`src/rtl/tuple_xor.sv`:
```
// tuple_xor: splits the flat tuple into the flow word (word 0) and the
// XOR of all remaining words. Purely combinational. Assumes N_WORDS >= 2.
module tuple_xor #(
    parameter int N_WORDS = 14,
    parameter int WORD_W  = 32
) (
    input  logic [N_WORDS*WORD_W-1:0] words_i,
    output logic [WORD_W-1:0]         flow_o,
    output logic [WORD_W-1:0]         common_o
);
    logic [WORD_W-1:0] chain [1:N_WORDS-1];

    assign flow_o = words_i[WORD_W-1:0];
    assign chain[1] = words_i[2*WORD_W-1:WORD_W];

    // XOR chain over words 1..N_WORDS-1
    for (genvar k = 2; k < N_WORDS; k++) begin : g_chain
        assign chain[k] = chain[k-1] ^ words_i[k*WORD_W +: WORD_W];
    end

    assign common_o = chain[N_WORDS-1];
endmodule

```
`src/rtl/hash_fold.sv`:
```
// hash_fold: key-driven shifted-XOR fold of the common and flow words.
// Only the low half of the fold is produced, since that is all the table
// consumes. Key bits 0 and HALF_W act on the working words before the flow
// word is mixed into the low working word. Combinational.
module hash_fold #(
    parameter int WORD_W = 32
) (
    input  logic [WORD_W-1:0]   common_i,
    input  logic [WORD_W-1:0]   flow_i,
    input  logic [WORD_W-1:0]   key_i,
    output logic [WORD_W/2-1:0] fold_o
);
    localparam int H = WORD_W / 2;

    logic [WORD_W-2:0] hi_w;    // high working word, top bit never reaches the fold
    logic [WORD_W-2:1] lo_mix;  // low working word after the flow mix
    logic [H-1:0]      terms [H];

    // High working word: common ^ flow ^ (flow >> H), bit by bit
    for (genvar b = 0; b < WORD_W-1; b++) begin : g_hi
        if (b < H) begin : g_lo_half
            assign hi_w[b] = common_i[b] ^ flow_i[b] ^ flow_i[b+H];
        end else begin : g_up_half
            assign hi_w[b] = common_i[b] ^ flow_i[b];
        end
    end

    // Low working word after mixing: swapped common ^ flow ^ (flow << H)
    for (genvar b = 1; b < WORD_W-1; b++) begin : g_lo
        if (b < H) begin : g_lo_half
            assign lo_mix[b] = common_i[b+H] ^ flow_i[b];
        end else begin : g_up_half
            assign lo_mix[b] = common_i[b-H] ^ flow_i[b] ^ flow_i[b-H];
        end
    end

    // First step uses the unmixed low word (its low half is common[W-1:H])
    assign terms[0] = (key_i[0] ? common_i[WORD_W-1:H] : '0)
                    ^ (key_i[H] ? hi_w[H-1:0]          : '0);

    // Remaining steps: shifted working words selected by key bits i and H+i
    for (genvar i = 1; i < H; i++) begin : g_term
        assign terms[i] = (key_i[i]   ? lo_mix[i +: H] : '0)
                        ^ (key_i[H+i] ? hi_w[i +: H]   : '0);
    end

    // XOR-reduce all step terms into the fold value
    always_comb begin
        fold_o = '0;
        for (int i = 0; i < H; i++) fold_o = fold_o ^ terms[i];
    end
endmodule

```
`src/rtl/bucket_mask.sv`:
```
// bucket_mask: keeps the low bits of the bucket fold. The kept width is the
// mode base width plus the size step; size codes 0 and 1 share the smallest
// width. Assumes SIG_BASE_W + 2 <= HALF_W. Combinational.
module bucket_mask #(
    parameter int HALF_W     = 16,
    parameter int PERF_BASE_W = 11,
    parameter int SIG_BASE_W  = 13
) (
    input  logic              sig_mode_i,
    input  logic [1:0]        size_i,
    input  logic [HALF_W-1:0] fold_i,
    output logic [HALF_W-1:0] bucket_o
);
    localparam int CW = $clog2(HALF_W + 1);

    logic [CW-1:0] keep_w;
    logic [CW-1:0] step_w;

    // Size step: 0 for codes 0 and 1, else code minus one
    always_comb step_w = (size_i == 2'd0) ? '0 : CW'(size_i - 2'd1);

    // Kept width from mode base plus size step
    always_comb keep_w = (sig_mode_i ? CW'(SIG_BASE_W) : CW'(PERF_BASE_W)) + step_w;

    for (genvar b = 0; b < HALF_W; b++) begin : g_bit
        assign bucket_o[b] = fold_i[b] & (keep_w > CW'(b));
    end
endmodule

```
`src/rtl/flow_hash_engine.sv`:
```
// flow_hash_engine: captures a flow tuple on start and produces the table
// hash word one clock later with a one-cycle done strobe. The result is held
// until the next start. Synchronous active-low reset.
module flow_hash_engine #(
    parameter int N_WORDS     = 14,
    parameter int WORD_W      = 32,
    parameter int PERF_BASE_W = 11,
    parameter int SIG_BASE_W  = 13
) (
    input  logic                      clk,
    input  logic                      rst_n,
    input  logic                      start,
    input  logic [N_WORDS*WORD_W-1:0] flow_words,
    input  logic [WORD_W-1:0]         bucket_key,
    input  logic [WORD_W-1:0]         sig_key,
    input  logic [1:0]                size_code,
    input  logic                      sig_mode,
    input  logic [WORD_W/2-1:0]       sw_index,
    output logic                      done,
    output logic [WORD_W-1:0]         hash_word
);
    localparam int HALF_W = WORD_W / 2;

    logic [WORD_W-1:0] flow_w, common_w;
    logic [HALF_W-1:0] bkt_fold, sig_fold, bucket_idx, upper_w;
    logic              mode_q;

    tuple_xor #(.N_WORDS(N_WORDS), .WORD_W(WORD_W)) u_xor (
        .words_i(flow_words), .flow_o(flow_w), .common_o(common_w)
    );

    hash_fold #(.WORD_W(WORD_W)) u_bkt_fold (
        .common_i(common_w), .flow_i(flow_w), .key_i(bucket_key), .fold_o(bkt_fold)
    );

    hash_fold #(.WORD_W(WORD_W)) u_sig_fold (
        .common_i(common_w), .flow_i(flow_w), .key_i(sig_key), .fold_o(sig_fold)
    );

    bucket_mask #(.HALF_W(HALF_W), .PERF_BASE_W(PERF_BASE_W), .SIG_BASE_W(SIG_BASE_W)) u_mask (
        .sig_mode_i(sig_mode), .size_i(size_code), .fold_i(bkt_fold), .bucket_o(bucket_idx)
    );

    // Upper field: signature in signature mode, software index otherwise
    always_comb upper_w = sig_mode ? sig_fold : sw_index;

    // Result register: load on start, hold otherwise
    always_ff @(posedge clk) begin
        if (!rst_n) begin
            hash_word <= '0;
            mode_q    <= 1'b0;
        end else if (start) begin
            hash_word <= {upper_w, bucket_idx};
            mode_q    <= sig_mode;
        end
    end

    // Done strobe: one cycle per accepted start
    always_ff @(posedge clk) begin
        if (!rst_n) done <= 1'b0;
        else        done <= start;
    end

    // reset clears the outputs
    p_reset_clear_r1: assert property (@(posedge clk)
        !rst_n |=> (!done && hash_word == '0));

    // done follows start by one cycle
    p_done_after_start_r2: assert property (@(posedge clk) disable iff (!rst_n)
        start |=> done);

    // no done without a start
    p_no_stray_done_r2: assert property (@(posedge clk) disable iff (!rst_n)
        !start |=> !done);

    // result held while idle
    p_hold_result_r3: assert property (@(posedge clk) disable iff (!rst_n)
        !start |=> $stable(hash_word));

    // perfect-mode bucket never exceeds the widest perfect mask
    p_perf_bound_r6: assert property (@(posedge clk) disable iff (!rst_n)
        (done && !mode_q) |-> (hash_word[HALF_W-1:PERF_BASE_W+2] == '0));

    // signature-mode bucket never exceeds the widest signature mask
    p_sig_bound_r7: assert property (@(posedge clk) disable iff (!rst_n)
        (done && mode_q) |-> (hash_word[HALF_W-1:SIG_BASE_W+2] == '0));
endmodule

```
`config.mk`:
```
export PLATFORM = sky130hd
export DESIGN_NAME = flow_hash_engine
export DESIGN_NICKNAME = d
export VERILOG_FILES = /design/src/rtl/tuple_xor.sv /design/src/rtl/hash_fold.sv /design/src/rtl/bucket_mask.sv /design/src/rtl/flow_hash_engine.sv
export SDC_FILE = /design/constraint.sdc
export NUM_CORES = 1
export LEC_CHECK = 0
export ABC_CLOCK_PERIOD_IN_PS = 6450
export BUFFER_PORTS_ARGS = -buffer_cell sky130_fd_sc_hd__buf_2
export CAP_MARGIN = 20
export CORE_ASPECT_RATIO = 0.7
export CORE_MARGIN = 4
export CORE_UTILIZATION = 23
export CTS_BUF_LIST = sky130_fd_sc_hd__clkbuf_8
export CTS_CLUSTER_SIZE = 12
export DETAILED_ROUTE_END_ITERATION = 8
export MAX_ROUTING_LAYER = met4
export PLACE_DENSITY = 0.39
export SLEW_MARGIN = 20
export SYNTH_ARGS = -nofsm -noshare
export SYNTH_HDL_FRONTEND = slang
export SYNTH_SLANG_ARGS = --single-unit
```
`constraint.sdc`:
```
create_clock -name clk -period 6.45 [get_ports clk]
set_input_delay 0 -clock clk [delete_from_list [all_inputs] [get_ports clk]]
set_output_delay 0 -clock clk [all_outputs]
set_load 0.05 [all_outputs]
```
==> parameters.txt <==
Parameter                              Value

Yosys
  FFs w/ async S/R, synth    0%
  Post-synth EDFFs    0
  Per-instance average area after synthesis    approximately 7.7 um^2
  Distinct cell type count after synthesis    36
  Mapped Nets    3,182
  Post-synth top area share    about 32%
  Most used DFF post-synth    sky130_fd_sc_hd__dfxtp_1
  Ys Warns    0
  Gate count of the mapped netlist    ~2.6k
  Post-synthesis instance area    roughly 20,000 um^2
  Number of register bits inferred by synthesis    33
  Post-synth top area cell    sky130_fd_sc_hd__xnor2_1
  Proportion of synthesized chip area in sequential cells    about 3.3%
  List of most frequent post-synthesis cells    sky130_fd_sc_hd__nand2_1 (1,048), sky130_fd_sc_hd__xnor2_1 (745), sky130_fd_sc_hd__xor2_1 (239), sky130_fd_sc_hd__xnor3_1 (237), sky130_fd_sc_hd__clkbuf_1 (154)
  Leading cell type by number of instances after synthesis    sky130_fd_sc_hd__nand2_1
  Dominant cells by area after synthesis    sky130_fd_sc_hd__xnor2_1 (32%), sky130_fd_sc_hd__xnor3_1 (26%), sky130_fd_sc_hd__nand2_1 (19%), sky130_fd_sc_hd__xor2_1 (10%), sky130_fd_sc_hd__dfxtp_1 (3.3%)

Clock tree
  Clock Sinks    33
  Number of buffers created by CTS    5
  CTS hold repair buffers    10
  H-tree depth    2
  Cells resized by post-CTS repair    0
  Maximum count of clock buffers along a single path    2
  Clock root buffer master    sky130_fd_sc_hd__clkbuf_8
  Total setup buffers inserted after CTS    0
  Worst-skew pair later-pin latency    around 0.30 ns
  TritonCTS clock tree    yes
  Register clock-pin slew on the reported worst setup and hold paths    0.08 ns

STA
  Period utilisation layout    54.80%
  Largest clock skew in the final design    0 ns
  Final setup violation count    0
  Setup Total Neg Slack    0 ns
  Final period demand of the worst path    around 3.5 ns
  RSZ-0062 raised after global routing    false
  Highest Clock Rate    between 0.2 and 0.3 GHz
  Remaining max-slew budget at the tightest pin    roughly 27%
  Measured slew at the worst slew-check pin    roughly 1.1 ns
  Final Slew Violations    0
  Final hold violations    0

Die
  Floorplan die area    93,110 um^2
  Floorplan Core Area    about 87,000 um^2
  Standard-cell rows    90
  Initial Util    a little under a quarter
  Die Span X    363.0 um
  Die Span Y    approximately 260 um
  I/O pins    approximately 570

GRT
  Initial antenna violation count    7
  Maximum number of pins on one net before global-route repair    33
  Gr busiest metal    met2
  Fraction of met2 tracks used by global routing    a little over a third
  Wire length of the first global-routing pass    roughly 140,000 um
  Total global routing track utilization    20.64%
  M1 GR Usage    a little over a quarter
  Vias in the first global route    19.03k
  Met3 track demand over resource    under 10%
  Aggregate global routing overflow    0

Drt
  Initial detailed-routing violation count    approximately 1.4k
  DRT antenna net count    0
  Vias    between 15k and 20k
  Sum of routed wire length over all layers    slightly below 100,000 um
  Routed length per placed instance    23.07 um
  DRT Pass-1 Iters    5
  Remaining design rule violation count    0
  Routed vias/inst    about 4.4

Critical path
  Source of the worst register-to-register timing path    hash_word[20]
  CP Max Fanout    22
  Data arrival time of the critical path    about 3.7 ns
  Critical path class    input port to register
  CP required    ~6.6 ns
  Element type at the critical path start    input port
  End of the worst register-to-register path    hash_word[20]
  Setup crit end kind    register
  Setup slack on the worst flop-to-flop path    ~5.5 ns
  FF-to-FF path depth    3

Cells and area
  Proportion of layout cells with a drive suffix above 1    about a fifth
  Filler cell count    9,468
  Net count reported at finish    3,577
  Synthesis-to-finish area growth    18.94%
  Final core area utilization    around 28%

Run
  Max Cap Viol    0

Placement
  Port buffer count    about 570
  Post-detail-place hpwl    roughly 70,000 um
  Placer congestion estimate    0.8157

Min path
  Hold Crit Start    sw_index[13]
  Worst Hold Path EP    hash_word[29]
  Cell count of the worst hold path    5
  Path category of the worst min-delay check    input port to register

Status
  Result of the run    finished, final reports clean
sequential cells by signal, indices dropped and copies added, names as in the netlist:
| signal | cells |
|---|---|
| done | 1 |
| hash_word | 32 |
worst max path at each step:
| stage | startpoint | to | slack, ns | cells past startpoint |
|---|---|---|---|---|
| 2_1_floorplan | flow_words[58] | hash_word[27] | 3.54 | 10 |
| 3_3_place_gp | flow_words[394] | hash_word[27] | 2.61 | 12 |
| 3_5_place_dp | flow_words[394] | hash_word[27] | 2.56 | 12 |
| 4_1_cts | flow_words[394] | hash_word[27] | 2.91 | 12 |
| 5_1_grt | flow_words[330] | hash_word[27] | 2.74 | 12 |
| 6_report | flow_words[394] | hash_word[27] | 2.92 | 12 |
worst max-delay path, cell delays in order:
cell	delay (ns)
sky130_fd_sc_hd__buf_2	0.10
sky130_fd_sc_hd__xnor3_1	0.37
sky130_fd_sc_hd__xnor3_1	0.23
sky130_fd_sc_hd__xnor3_1	0.60
sky130_fd_sc_hd__buf_4	0.45
sky130_fd_sc_hd__nand2_1	0.15
sky130_fd_sc_hd__xnor3_1	0.38
sky130_fd_sc_hd__xnor3_1	0.37
sky130_fd_sc_hd__xnor3_1	0.37
sky130_fd_sc_hd__xnor3_1	0.43
sky130_fd_sc_hd__nand2_1	0.08
sky130_fd_sc_hd__a22o_1	0.19
per-stage QoR:
| stage | cells | hold WS [ns] | setup slack [ns] | instance area, um^2 |
|---|---|---|---|---|
| floorplan | 2640 | 0.1356 | 3.536 | 20290 |
| detailed placement | 4168 | 0.2309 | 2.557 | 23940 |
| global placement | 4168 | 0.2342 | 2.607 | 23940 |
| global route | 4192 | 0.02623 | 2.739 | 24130 |
| CTS | 4186 | 0.008128 | 2.906 | 24120 |
| finish | 4192 | 0.02036 | 2.916 | 24130 |
area by class of cell:
type	count	area [um^2]	area share [%]
Inverter	10	37.54	0.1555
Timing Repair Buffer	609	3181	13.18
Sequential cell	33	660.6	2.737
Antenna cell	6	15.01	0.06221
Multi-Input combinational cell	2376	18720	77.56
Clock buffer	5	68.82	0.2852
Clock inverter	3	13.76	0.05703
Tap cell	1150	1439	5.962
layout by cell type, fill, tap and decap left out, drive strengths merged, types with 4 or more instances in the layout:
cell type	count
diode	6
ha	7
inv	11
buf	599
a22o	9
dfxtp	33
nor2	12
xnor3	241
clkbuf	5
dlygate4sd3	10
a32o	6
o21ai	21
nor3	4
xnor2	745
a21oi	9
a31oi	8
nand2	1048
xor2	239
and3b	8
per-layer routing:
layer  vias up  wire [um]
met5         -          0
met4         0       1100
met3        61       6893
met2       816      46280
met1      8916      42430
li1       8851          -
cell families after synthesis:
logic type	after synthesis	share of synthesized area, %
xor gates and xnor gates	1225	69.25
AOI/OAI and AO/OA	62	2.017
buffers and inverters	231	4.625
DFF	33	3.256
adders and majority gates	8	0.5303
muxes	1	0.05550
and+or+nand+nor	1078	20.23
other	2	0.03701
Power is not shown: default switching activity piles up to over one toggle a cycle in this logic, so the estimate is an artifact.
